==> config.mk <==
export PLATFORM = sky130hd
export DESIGN_NAME = pkt_cmd_responder
export DESIGN_NICKNAME = d
export VERILOG_FILES = /design/src/rtl/pktresp_pkg.sv /design/src/rtl/pktresp_decode.sv /design/src/rtl/pktresp_seconds.sv /design/src/rtl/pktresp_poll.sv /design/src/rtl/pktresp_build.sv /design/src/rtl/pkt_cmd_responder.sv
export SDC_FILE = /design/constraint.sdc
export NUM_CORES = 1
export LEC_CHECK = 0
export ABC_CLOCK_PERIOD_IN_PS = 4100
export BUFFER_PORTS_ARGS = -buffer_cell sky130_fd_sc_hd__clkbuf_2
export CAP_MARGIN = 5
export CORE_MARGIN = 5
export CORE_UTILIZATION = 35
export CTS_CLUSTER_DIAMETER = 150
export DETAILED_ROUTE_END_ITERATION = 12
export PLACE_DENSITY_LB_ADDON = 0.12
export SYNTH_ARGS = -nofsm -noshare
export SYNTH_HDL_FRONTEND = slang
export SYNTH_HIERARCHICAL = 1
export SYNTH_SLANG_ARGS = --single-unit
export TNS_END_PERCENT = 30
==> constraint.sdc <==
create_clock -name clk -period 4.1 [get_ports clk]
set_input_delay 0.82 -clock clk [delete_from_list [all_inputs] [get_ports clk]]
set_output_delay 0.82 -clock clk [all_outputs]
set_load 0.005 [all_outputs]
==> src/rtl/pktresp_pkg.sv <==
package pktresp_pkg;

   localparam logic [7:0] PT_BUS   = 8'h00;
   localparam logic [7:0] PT_CTRL  = 8'h01;
   localparam logic [7:0] PT_ERROR = 8'h02;

   localparam logic [7:0] OP_POLL      = 8'h01;
   localparam logic [7:0] OP_READ_SEC  = 8'h03;
   localparam logic [7:0] OP_LOAD_SEC  = 8'h09;
   localparam logic [7:0] OP_POWER_OFF = 8'h0A;
   localparam logic [7:0] OP_CFG_SRV   = 8'h13;
   localparam logic [7:0] OP_CFG_RATE  = 8'h14;
   localparam logic [7:0] OP_CFG_LIST  = 8'h19;
   localparam logic [7:0] OP_RESTART   = 8'h11;
   localparam logic [7:0] OP_CFG_MSGS  = 8'h21;

   localparam logic [31:0] EPOCH_GAP = 32'd2082844800;
   localparam int          MAX_BYTES = 7;

   typedef enum logic [2:0] {
      ACT_ERROR,
      ACT_ACK,
      ACT_POLL,
      ACT_LOAD,
      ACT_READ,
      ACT_POWER,
      ACT_RESTART
   } act_e;

endpackage

==> src/rtl/pktresp_decode.sv <==
module pktresp_decode
   import pktresp_pkg::*;
(
   input  logic [7:0] ptype,
   input  logic [7:0] cmd,
   output act_e       act
);
   always_comb begin
      act = ACT_ERROR;
      if (ptype == PT_CTRL) begin
         case (cmd)
            OP_POLL:      act = ACT_POLL;
            OP_READ_SEC:  act = ACT_READ;
            OP_LOAD_SEC:  act = ACT_LOAD;
            OP_POWER_OFF: act = ACT_POWER;
            OP_RESTART:   act = ACT_RESTART;
            OP_CFG_SRV, OP_CFG_RATE,
            OP_CFG_LIST, OP_CFG_MSGS: act = ACT_ACK;
            default:      act = ACT_ERROR;
         endcase
      end
   end
endmodule

==> src/rtl/pktresp_seconds.sv <==
module pktresp_seconds #(
   parameter int          SEC_W = 32,
   parameter logic [31:0] INIT  = 32'h0
) (
   input  logic             clk,
   input  logic             rst_n,
   input  logic             tick,
   input  logic             load,
   input  logic [SEC_W-1:0] load_val,
   output logic [SEC_W-1:0] sec
);
   logic [SEC_W-1:0] sec_q;

   always_ff @(posedge clk or negedge rst_n) begin
      if (!rst_n)    sec_q <= INIT[SEC_W-1:0];
      else if (load) sec_q <= load_val;
      else if (tick) sec_q <= sec_q + SEC_W'(1);
   end

   assign sec = sec_q;

   AST_SEC_HOLD: assert property (@(posedge clk) disable iff (!rst_n)
      (!tick && !load) |=> $stable(sec));
   AST_SEC_STEP: assert property (@(posedge clk) disable iff (!rst_n)
      (tick && !load) |=> (sec == $past(sec) + SEC_W'(1)));
   AST_SEC_LOAD: assert property (@(posedge clk) disable iff (!rst_n)
      load |=> (sec == $past(load_val)));
endmodule

==> src/rtl/pktresp_poll.sv <==
module pktresp_poll #(
   parameter int DIV = 10
) (
   input  logic clk,
   input  logic rst_n,
   input  logic set_en,
   input  logic clr_en,
   output logic en,
   output logic tick
);
   localparam int CNT_W = (DIV > 2) ? $clog2(DIV) : 1;
   localparam logic [CNT_W-1:0] LAST = CNT_W'(DIV - 1);

   logic             en_q, en_n, tick_q;
   logic [CNT_W-1:0] cnt_q;

   assign en_n = set_en ? 1'b1 : (clr_en ? 1'b0 : en_q);

   always_ff @(posedge clk or negedge rst_n) begin
      if (!rst_n) begin
         en_q   <= 1'b0;
         cnt_q  <= '0;
         tick_q <= 1'b0;
      end else begin
         en_q <= en_n;
         if (!en_n || !en_q) begin
            cnt_q  <= '0;
            tick_q <= 1'b0;
         end else if (cnt_q == LAST) begin
            cnt_q  <= '0;
            tick_q <= 1'b1;
         end else begin
            cnt_q  <= cnt_q + CNT_W'(1);
            tick_q <= 1'b0;
         end
      end
   end

   assign en   = en_q;
   assign tick = tick_q;

   AST_POLL_QUIET: assert property (@(posedge clk) disable iff (!rst_n)
      !en |-> !tick);
   AST_POLL_SPACED: assert property (@(posedge clk) disable iff (!rst_n)
      tick |=> !tick);
endmodule

==> src/rtl/pktresp_build.sv <==
module pktresp_build
   import pktresp_pkg::*;
(
   input  act_e        act,
   input  logic [7:0]  cmd,
   input  logic [31:0] sec,
   output logic [2:0]  len,
   output logic [8*MAX_BYTES-1:0] data
);
   logic [7:0] bytes [MAX_BYTES];

   always_comb begin
      for (int i = 0; i < MAX_BYTES; i++) bytes[i] = 8'h00;
      len = 3'd2;
      bytes[0] = PT_CTRL;
      case (act)
         ACT_ERROR: begin
            bytes[0] = PT_ERROR;
            bytes[1] = cmd;
         end
         ACT_LOAD: begin
            len      = 3'd3;
            bytes[2] = OP_LOAD_SEC;
         end
         ACT_READ: begin
            len      = 3'd7;
            bytes[2] = OP_READ_SEC;
            bytes[3] = sec[31:24];
            bytes[4] = sec[23:16];
            bytes[5] = sec[15:8];
            bytes[6] = sec[7:0];
         end
         default: ;
      endcase
   end

   for (genvar g = 0; g < MAX_BYTES; g++) begin : g_flat
      assign data[8*(MAX_BYTES-1-g) +: 8] = bytes[g];
   end
endmodule

==> src/rtl/pkt_cmd_responder.sv <==
module pkt_cmd_responder
   import pktresp_pkg::*;
#(
   parameter int          CLK_HZ    = 100_000_000,
   parameter int          POLL_HZ   = 50,
   parameter logic [31:0] UNIX_INIT = 32'd0
) (
   input  logic        clk,
   input  logic        rst_n,
   input  logic        pkt_valid,
   input  logic [7:0]  pkt_type,
   input  logic [7:0]  pkt_cmd,
   input  logic [31:0] pkt_arg,
   input  logic        sec_tick,
   output logic        reply_valid,
   output logic [2:0]  reply_len,
   output logic [55:0] reply_data,
   output logic        autopoll_en,
   output logic        poll_tick,
   output logic        pwr_down_req,
   output logic        sys_reset_req
);
   localparam int          POLL_DIV = CLK_HZ / ((POLL_HZ > 0) ? POLL_HZ : 1);
   localparam logic [31:0] SEC_INIT = UNIX_INIT + EPOCH_GAP;

   if (POLL_HZ < 1 || POLL_DIV < 2) begin : g_bad_rate
      $error("pkt_cmd_responder: CLK_HZ/POLL_HZ must be at least 2");
   end

   act_e        act;
   logic [31:0] sec;
   logic [2:0]  b_len;
   logic [55:0] b_data;
   logic        rv_q, pwr_pend_q, rst_pend_q, pwr_q, rstq_q;
   logic [2:0]  len_q;
   logic [55:0] data_q;
   logic        do_poll, arg_on;

   pktresp_decode u_decode (.ptype(pkt_type), .cmd(pkt_cmd), .act(act));

   assign do_poll = pkt_valid && (act == ACT_POLL);
   assign arg_on  = (pkt_arg[31:24] != 8'h00);

   pktresp_seconds #(.SEC_W(32), .INIT(SEC_INIT)) u_seconds (
      .clk(clk), .rst_n(rst_n), .tick(sec_tick),
      .load(pkt_valid && (act == ACT_LOAD)),
      .load_val(pkt_arg), .sec(sec)
   );

   pktresp_poll #(.DIV(POLL_DIV)) u_poll (
      .clk(clk), .rst_n(rst_n),
      .set_en(do_poll && arg_on), .clr_en(do_poll && !arg_on),
      .en(autopoll_en), .tick(poll_tick)
   );

   pktresp_build u_build (
      .act(act), .cmd(pkt_cmd), .sec(sec), .len(b_len), .data(b_data)
   );

   always_ff @(posedge clk or negedge rst_n) begin
      if (!rst_n) begin
         rv_q       <= 1'b0;
         len_q      <= '0;
         data_q     <= '0;
         pwr_pend_q <= 1'b0;
         rst_pend_q <= 1'b0;
         pwr_q      <= 1'b0;
         rstq_q     <= 1'b0;
      end else begin
         rv_q       <= pkt_valid;
         pwr_pend_q <= pkt_valid && (act == ACT_POWER);
         rst_pend_q <= pkt_valid && (act == ACT_RESTART);
         pwr_q      <= pwr_pend_q;
         rstq_q     <= rst_pend_q;
         if (pkt_valid) begin
            len_q  <= b_len;
            data_q <= b_data;
         end
      end
   end

   assign reply_valid   = rv_q;
   assign reply_len     = len_q;
   assign reply_data    = data_q;
   assign pwr_down_req  = pwr_q;
   assign sys_reset_req = rstq_q;

   AST_ONE_REPLY: assert property (@(posedge clk) disable iff (!rst_n)
      pkt_valid |=> reply_valid);
   AST_NO_STRAY_REPLY: assert property (@(posedge clk) disable iff (!rst_n)
      !pkt_valid |=> !reply_valid);
   AST_LEN_LEGAL: assert property (@(posedge clk) disable iff (!rst_n)
      reply_valid |-> (reply_len == 3'd2 || reply_len == 3'd3 || reply_len == 3'd7));
   AST_PWR_AFTER_REPLY: assert property (@(posedge clk) disable iff (!rst_n)
      pwr_down_req |-> ($past(reply_valid) && !reply_valid));
   AST_RST_AFTER_REPLY: assert property (@(posedge clk) disable iff (!rst_n)
      sys_reset_req |-> ($past(reply_valid) && !reply_valid));
   AST_REQ_EXCL: assert property (@(posedge clk) disable iff (!rst_n)
      $onehot0({pwr_down_req, sys_reset_req}));
   AST_ERR_KEEPS_POLL: assert property (@(posedge clk) disable iff (!rst_n)
      (pkt_valid && act == ACT_ERROR) |=> $stable(autopoll_en));
endmodule

# After elaboration in Yosys (flattened, before gate mapping)
# Index checks and enable logic that the tools add are counted.
[word_totals] reg_bits=119 latchBits=0 mem_bits_rw=0 rom_bits=0 in_bits=52 output_inout_bits=64 wordCells=57 n_memories=0
[op_classes] addsub=2 multipliers=0 div_mod_pow=0 order_cmp=0 n_eq_ne=16 n_shift=0 muxes=14 n_bitwise=0 reduce_logical=14
[op_table] cell="32-bit 2-to-1 mux" count=3
[op_table] cell="21-bit 2-to-1 mux" count=2
[op_table] cell="32-bit by 1-bit adder with 32-bit output (second input constant)" count=1
[op_table] cell="8-bit by 5-bit == test with 1-bit output (second input constant)" count=4
[op_table] cell="21-bit by 1-bit adder with 21-bit output (second input constant)" count=1
[op_table] cell="21-bit == test (second input constant)" count=1
[op_table] cell="3-bit case mux with 6 select lines" count=1
[op_table] cell="8-bit by 1-bit == test with 1-bit output (second input constant)" count=2
[op_table] cell="8-bit by 4-bit == test with 1-bit output (second input constant)" count=2
[op_table] cell="10-bit 2-to-1 mux" count=1
[op_table] cell="3-bit == test (second input constant)" count=3
[op_table] cell="8-bit by 2-bit == test with 1-bit output (second input constant)" count=1
[op_table] cell="8-bit by 6-bit == test with 1-bit output (second input constant)" count=1
[op_table] cell="4-bit case mux with 2 select lines" count=1
[op_table] cell="8-bit nonzero test" count=1
[op_table] cell="3-bit by 2-bit == test with 1-bit output (second input constant)" count=2
[op_table] cell="1-bit logical AND" count=6
[op_table] cell="3-bit case mux with 2 select lines" count=1
[op_table] cell="1-bit 2-to-1 mux" count=4
[op_table] cell="4-bit OR reduction" count=1
[op_table] cell="1-bit logical NOT" count=3
[op_table] cell="3-bit logical NOT" count=1
[op_table] cell="3-bit 2-to-1 mux" count=1
[op_table] cell="2-bit nonzero test" count=1
[op_table] cell="1-bit logical OR" count=1

# Longest topological paths before layout
[logic_depth] ltp_word=12 mapped_depth=12 ltp_nobuf=10

# By module
# The synthesis kept the hierarchy.
[modules_own_cells] module="pkt_cmd_responder" n_inst=1 cells_per_inst=139 area_each_um2=2700.1 seq_area_each_um2=1601.5
[modules_own_cells] module="pktresp_seconds" n_inst=1 cells_per_inst=219 area_each_um2=1981.9 seq_area_each_um2=815.8
[modules_own_cells] module="pktresp_poll" n_inst=1 cells_per_inst=119 area_each_um2=1164.9 seq_area_each_um2=575.6
[modules_own_cells] module="pktresp_build" n_inst=1 cells_per_inst=65 area_each_um2=419.2 seq_area_each_um2=0.0
[modules_own_cells] module="pktresp_decode" n_inst=1 cells_per_inst=21 area_each_um2=176.4 seq_area_each_um2=0.0

# Worst setup path before layout
# No wires, ideal clock.
[synth_timing] path_type="in2reg" from="input port pkt_cmd[7]" to="register u_poll.cnt_q[10]" setup_ns=0.121 t_arrival_ns=3.271 required_ns=3.979 path_slack_ns=0.708 cell_stages=11 n_path_buf=2 cell_sequence="nor4b_4 -> nand4_1 -> a2111oi_2 -> and4bb_1 -> and3_1 -> inv_1 -> o21ai_0 -> a41o_1 -> buf_2 -> buf_2 -> nor2_1"
[synth_via] elab_chain_len=12 word_cells_on_any_way=21 classes_between="10 x eq/ne; 5 x mux; 6 x reduce/logical"
[synth_lines] element="start: declaration" line="pkt_cmd_responder.sv:12" source="input logic [7:0] pkt_cmd,"
[synth_lines] element="8-bit by 5-bit == test with 1-bit output / 8-bit by 6-bit == test with 1-bit output (equally long branches)" line="pktresp_decode.sv:11" source="case (cmd)"
[synth_lines] element="4-bit OR reduction" line="pktresp_decode.sv:11"
[synth_lines] element="3-bit case mux with 6 select lines (*)" line="pktresp_decode.sv:11"
[synth_lines] element="3-bit 2-to-1 mux (*)" line="pktresp_decode.sv:10" source="if (ptype == PT_CTRL) begin"
[synth_lines] element="net act[1]" line="pkt_cmd_responder.sv:30" source="act_e act;"
[synth_lines] element="3-bit by 2-bit == test with 1-bit output (*)" line="pkt_cmd_responder.sv:41" source="assign do_poll = pkt_valid && (act == ACT_POLL);"
[synth_lines] element="1-bit logical AND (*)" line="pkt_cmd_responder.sv:41"
[synth_lines] element="1-bit logical AND" line="pkt_cmd_responder.sv:52" source=".set_en(do_poll && arg_on), .clr_en(do_poll && !arg_on),"
[synth_lines] element="1-bit 2-to-1 mux" line="pktresp_poll.sv:17" source="assign en_n = set_en ? 1'b1 : (clr_en ? 1'b0 : en_q);"
[synth_lines] element="1-bit 2-to-1 mux (*)" line="pktresp_poll.sv:17"
[synth_lines] element="1-bit logical NOT (*)" line="pktresp_poll.sv:26" source="if (!en_n || !en_q) begin"
[synth_lines] element="1-bit logical OR (*)" line="pktresp_poll.sv:26"
[synth_lines] element="21-bit 2-to-1 mux (*)" line="pktresp_poll.sv:26"
[synth_lines] element="end signal: assignment" line="pktresp_poll.sv:33" source="cnt_q <= cnt_q + CNT_W'(1);"
[synth_lines] element="end: declaration" line="pktresp_poll.sv:15" source="logic [CNT_W-1:0] cnt_q;"
# The timed path passes the listed nets; every way through them passes the cells marked *.
# A chain may end at the register's enable or synchronous reset.

# Worst setup path in the final report
[layout_timing] from="input port pkt_cmd[7]" to="register u_poll.cnt_q[19]"
# The elaborated chain is that of the path after synthesis.

==> results list <==
- Max-slew violation count: 0
- In this run the number of cells on the critical path is 12.
* Startpoint types: input pin
- Flip-flop and latch count after synthesis: 119
* Reg-to-Reg Start: u_poll/cnt_q[0]$_DFF_PN0_
- Post-synthesis cell type count: between 60 and 70
- Remaining antenna violation count after routing: 0
- The worst path uses between 70% and 80% of the clock period.
- After floorplanning, the core was sized to cover 18,020 um2.
- Primary flip-flop cell chosen by synthesis mapping: dfrtp_1
* Status: finished, final reports clean
- Area delta synth->final: 21.69%
* Maximum buffer depth of the clock tree: 2
* Final wirelength: 15,360 um
- Detailed placement ended at an HPWL of 10,600 um.
* Maximum clock skew at final layout: approximately 0.0075 ns
- Number of global-route vias before repair: 4,932
- Area enclosed by the die boundary: 21,220 um2
* Layout cell share with drive strength beyond 1: 36.08%
- Worst Reg2Reg Path Length in Cells: 5
* Largest delay share family, worst path: compound AO/OA/AOI/OAI gates
- Antenna violations before repair: 0
- In this run the post-CTS setup repair buffer count came out at 0.
- Antenna Diode Count: 0
- After detailed routing, the average wire length per cell comes to 16.66 um.
- The synthesized netlist devotes 0.3884% of its cell area to adder and majority cells.
* Power Total: 0.003276 W
- In this run the static leakage power is around 3.6 nW.
- In the routed design, unresolved DRC markers number 0.
- Largest driver fanout on the critical path: 13
- Worst slew margin relative to its limit: between 20% and 30%
- Summing the areas of all xor and xnor instances in the mapped netlist gives 3.263% of the synthesized area.
* First-iteration detailed-routing DRC count: 179
- The first global-routing pass estimated 25,810 um of wire.
* CP arrival: 3.25 ns
* Share of cell area taken by muxes after synthesis: between 10% and 20%
* Most heavily used metal layer in global routing: met2
* I/O pin total: around 120
* Final net count: approximately 730
- Measured along the x axis, the die boundary spans 145.7 um.
- Buffers inserted during clock tree synthesis total 17.
- Simple-gate area share of the yosys netlist: 22.43%
- Met2 Use GR: 22.98%
- Largest net degree at the start of global routing: 63
- For met3 alone, demand over resource in global routing was 4.360%.
- Setup repair after global routing missed its margin: no
- The average instance in the mapped netlist occupies 11.44 um2.
- Timing startpoint of the critical path: pkt_cmd[7]
* CTS tree: done
- Number of sinks driven by the clock tree: 119
- Latest clock arrival within the worst-skew pair: 0.41 ns
- Traced cell by cell, the critical path runs through clkbuf_2 -> nor4b_4 -> nand4_1 -> a2111oi_2 -> and4bb_1 -> and3_1 -> inv_1 -> o21ai_0 -> buf_4 -> a41o_1 -> buf_12 -> a21oi_1.
* Effective utilization at floorplan: 35.74%
- Number of violations of the max-capacitance limit: 0
- Classification of the worst setup path: in -> reg
- Overall routing resource usage: 14.74%
* Synthesis Warnings: 6
- Number of port buffers: 115
* Compound-cell area share of the yosys netlist: 7.710%
- Worst voltage drop across the vdd grid: 409.7 uV
- By area, the combinational part of the netlist is dominated by simple AND/OR/NAND/NOR gates.
- Placer Congestion: 0.7994
- Sequential elements use 46.46% of the synthesized area.
- In the routed layout, each cell is associated on average with a via count of 5.048.
- Pre-antenna DRT Iters: 4
- Class of the most critical hold timing path: reg -> reg
- Power per cell area: 417.9 nW/um2
- Setup violations remaining at the end of the flow were counted as 0.
* Kind of end point of the critical path: flop
* Final global-route overflow total: 0
- The number of hold violations in the final report is 0.
* Async S/R FF share, synth: between 90% and 100%
- CTS hold repair buffers: 0
* Number of synthesized flops with an enable pin: 0
- Global routing used 20.01% of the available met1 tracks.
- CTS Root Buffer Type: clkbuf_16
- On the worst path, the slowest cell contributes a delay of 0.45 ns.
- Buffers plus inverters on the worst setup path: 4
- In this run the worst setup path terminates at u_poll/cnt_q[19]$_DFF_PN0_.
- For flop-to-flop paths, the worst setup slack is between 2 and 2.5 ns.
- Static timing analysis puts the maximum clock frequency at ~0.34 GHz.
- Detailed routing inserted a total of 4,654 vias.
* Clock transition time at the flip-flop clock pins of the worst setup and hold paths: 0.05 ns
- Std cell rows: just under 50
- In the final timing run, aggregate negative setup slack is 0 ns.
- Worst path slowest cell: a2111oi_2
- Minimum period implied by the final worst setup slack: between 2 and 3 ns
- Data required, critical path: approximately 4.4 ns
- Cell area after synthesis: 6442 um2
- Cell count after synthesis: roughly 560
- In this run the number of H-tree levels came out at 4.
- Endpoint of the lowest-slack register-to-register path: u_poll/cnt_q[20]$_DFF_PN0_
* Slew at the pin with the worst max-slew slack: 1.129 ns
* Number of gates resized after cts: 0
* Die Y: 145.7 um
-- metrics by stage --
step                std cells  hold WS, ns  setup WS [ns]  utilization [%]  area, um2
CTS                       922       0.3573          1.175            43.50       7840
floorplan                 573       0.3312         0.7078                -       6480
global placement          890       0.3355         0.8260            39.65       7147
detailed placement        890       0.3441         0.7410            39.65       7147
global route              922       0.3657         0.9567            43.50       7840
finish                    922       0.3542          1.132            43.50       7840
-- routing by layer --
layer  part of all wire [%]  vias to the layer above
met4                    1.1                        0
met1                     49                     2286
met5                      0                        -
li1                       -                     2261
met3                    3.7                       14
met2                     46                       93
-- synth_stat cells (3+ instances only) --
| cell type | instances | area, um2 |
|---|---|---|
| dfrtp_1 | 107 | 2678 |
| buf_12 | 6 | 120.1 |
| nand2_1 | 30 | 112.6 |
| o21ai_0 | 26 | 130.1 |
| xor2_1 | 12 | 105.1 |
| mux2_4 | 58 | 870.8 |
| nor4_1 | 6 | 37.54 |
| and3_1 | 6 | 37.54 |
| dfstp_2 | 12 | 315.3 |
| nor3b_2 | 3 | 37.54 |
| a21oi_1 | 9 | 45.04 |
| nor4b_1 | 4 | 35.03 |
| a31oi_1 | 15 | 93.84 |
| nand4_1 | 20 | 125.1 |
| nor2_1 | 37 | 138.9 |
| clkbuf_1 | 8 | 30.03 |
| and2_1 | 44 | 275.3 |
| or4_1 | 14 | 105.1 |
| o31ai_1 | 12 | 90.09 |
| xnor2_1 | 12 | 105.1 |
| buf_2 | 7 | 35.03 |
| inv_1 | 12 | 45.04 |
| or3_1 | 9 | 56.30 |
| and4_1 | 4 | 35.03 |
| nand3_1 | 16 | 80.08 |
| buf_4 | 16 | 120.1 |
-- state kept, by name, indices dropped and copies added, names as in the netlist --
name,count
reply_data,56
reply_valid,1
u_seconds/sec,32
pwr_down_req,1
u_poll/tick,1
u_poll/en,1
u_poll/cnt_q,21
rst_pend_q,1
pwr_pend_q,1
reply_len,3
sys_reset_req,1
-- where the power goes --
| part | total [W] | internal (W) | leakage (nW) | switching (W) |
|---|---|---|---|---|
| registers | 0.00129 | 0.00123 | 1.54 | 0.0000581 |
| clock network | 0.00176 | 0.00121 | 0.325 | 0.000543 |
| logic | 0.000230 | 0.000113 | 1.70 | 0.000116 |
| total | 0.00328 | 0.00256 | 3.57 | 0.000718 |
-- how the worst min path moves through the flow --
| stage | startpoint | to | slack, ns | depth (start not counted) |
|---|---|---|---|---|
| after floorplan | pwr_pend_q$_DFF_PN0_ | pwr_down_req$_DFF_PN0_ | 0.33 | 0 |
| after global placement | pwr_pend_q$_DFF_PN0_ | pwr_down_req$_DFF_PN0_ | 0.34 | 0 |
| after detailed placement | pwr_pend_q$_DFF_PN0_ | pwr_down_req$_DFF_PN0_ | 0.34 | 0 |
| after CTS | pwr_pend_q$_DFF_PN0_ | pwr_down_req$_DFF_PN0_ | 0.36 | 0 |
| after global routing | pwr_pend_q$_DFF_PN0_ | pwr_down_req$_DFF_PN0_ | 0.37 | 0 |
| final | pwr_pend_q$_DFF_PN0_ | pwr_down_req$_DFF_PN0_ | 0.35 | 0 |
-- area by class of cell --
cell class / count / area (um2)
clock inverters: 13 / 250.2
clock buffers: 19 / 442.9
multi-input cells: 403 / 3127
flip-flops and latches: 119 / 2993
repair buffers: 127 / 695.7
inverters: 12 / 45.04
well taps: 229 / 286.5
fillers: 1748 / 10180
-- layout by cell type, fill, tap and decap left out, types with 4 or more instances in the layout --
cell	count
a31oi_1	15
nand4_1	20
conb_1	12
nor4b_1	4
xnor2_1	12
a21oi_1	9
nand3_1	16
mux2_4	58
clkinvlp_4	4
nor2_1	37
and4_1	4
clkbuf_16	17
o31ai_1	12
and3_1	6
dfstp_2	12
clkbuf_2	113
or4_1	14
and2_1	44
xor2_1	12
bufinv_16	7
inv_1	12
o21ai_0	26
dfrtp_1	107
nand2_1	30
nor4_1	6
or3_1	9
buf_4	12
-- kinds of logic after synthesis --
logic type      count (synthesis)
fa+ha+maj                       2
flops                         119
compound gates                 78
other cells                     2
xor+xnor                       24
simple gates                  227
buf+inv                        51
mux                            60
(Power assumes the default switching activity.)
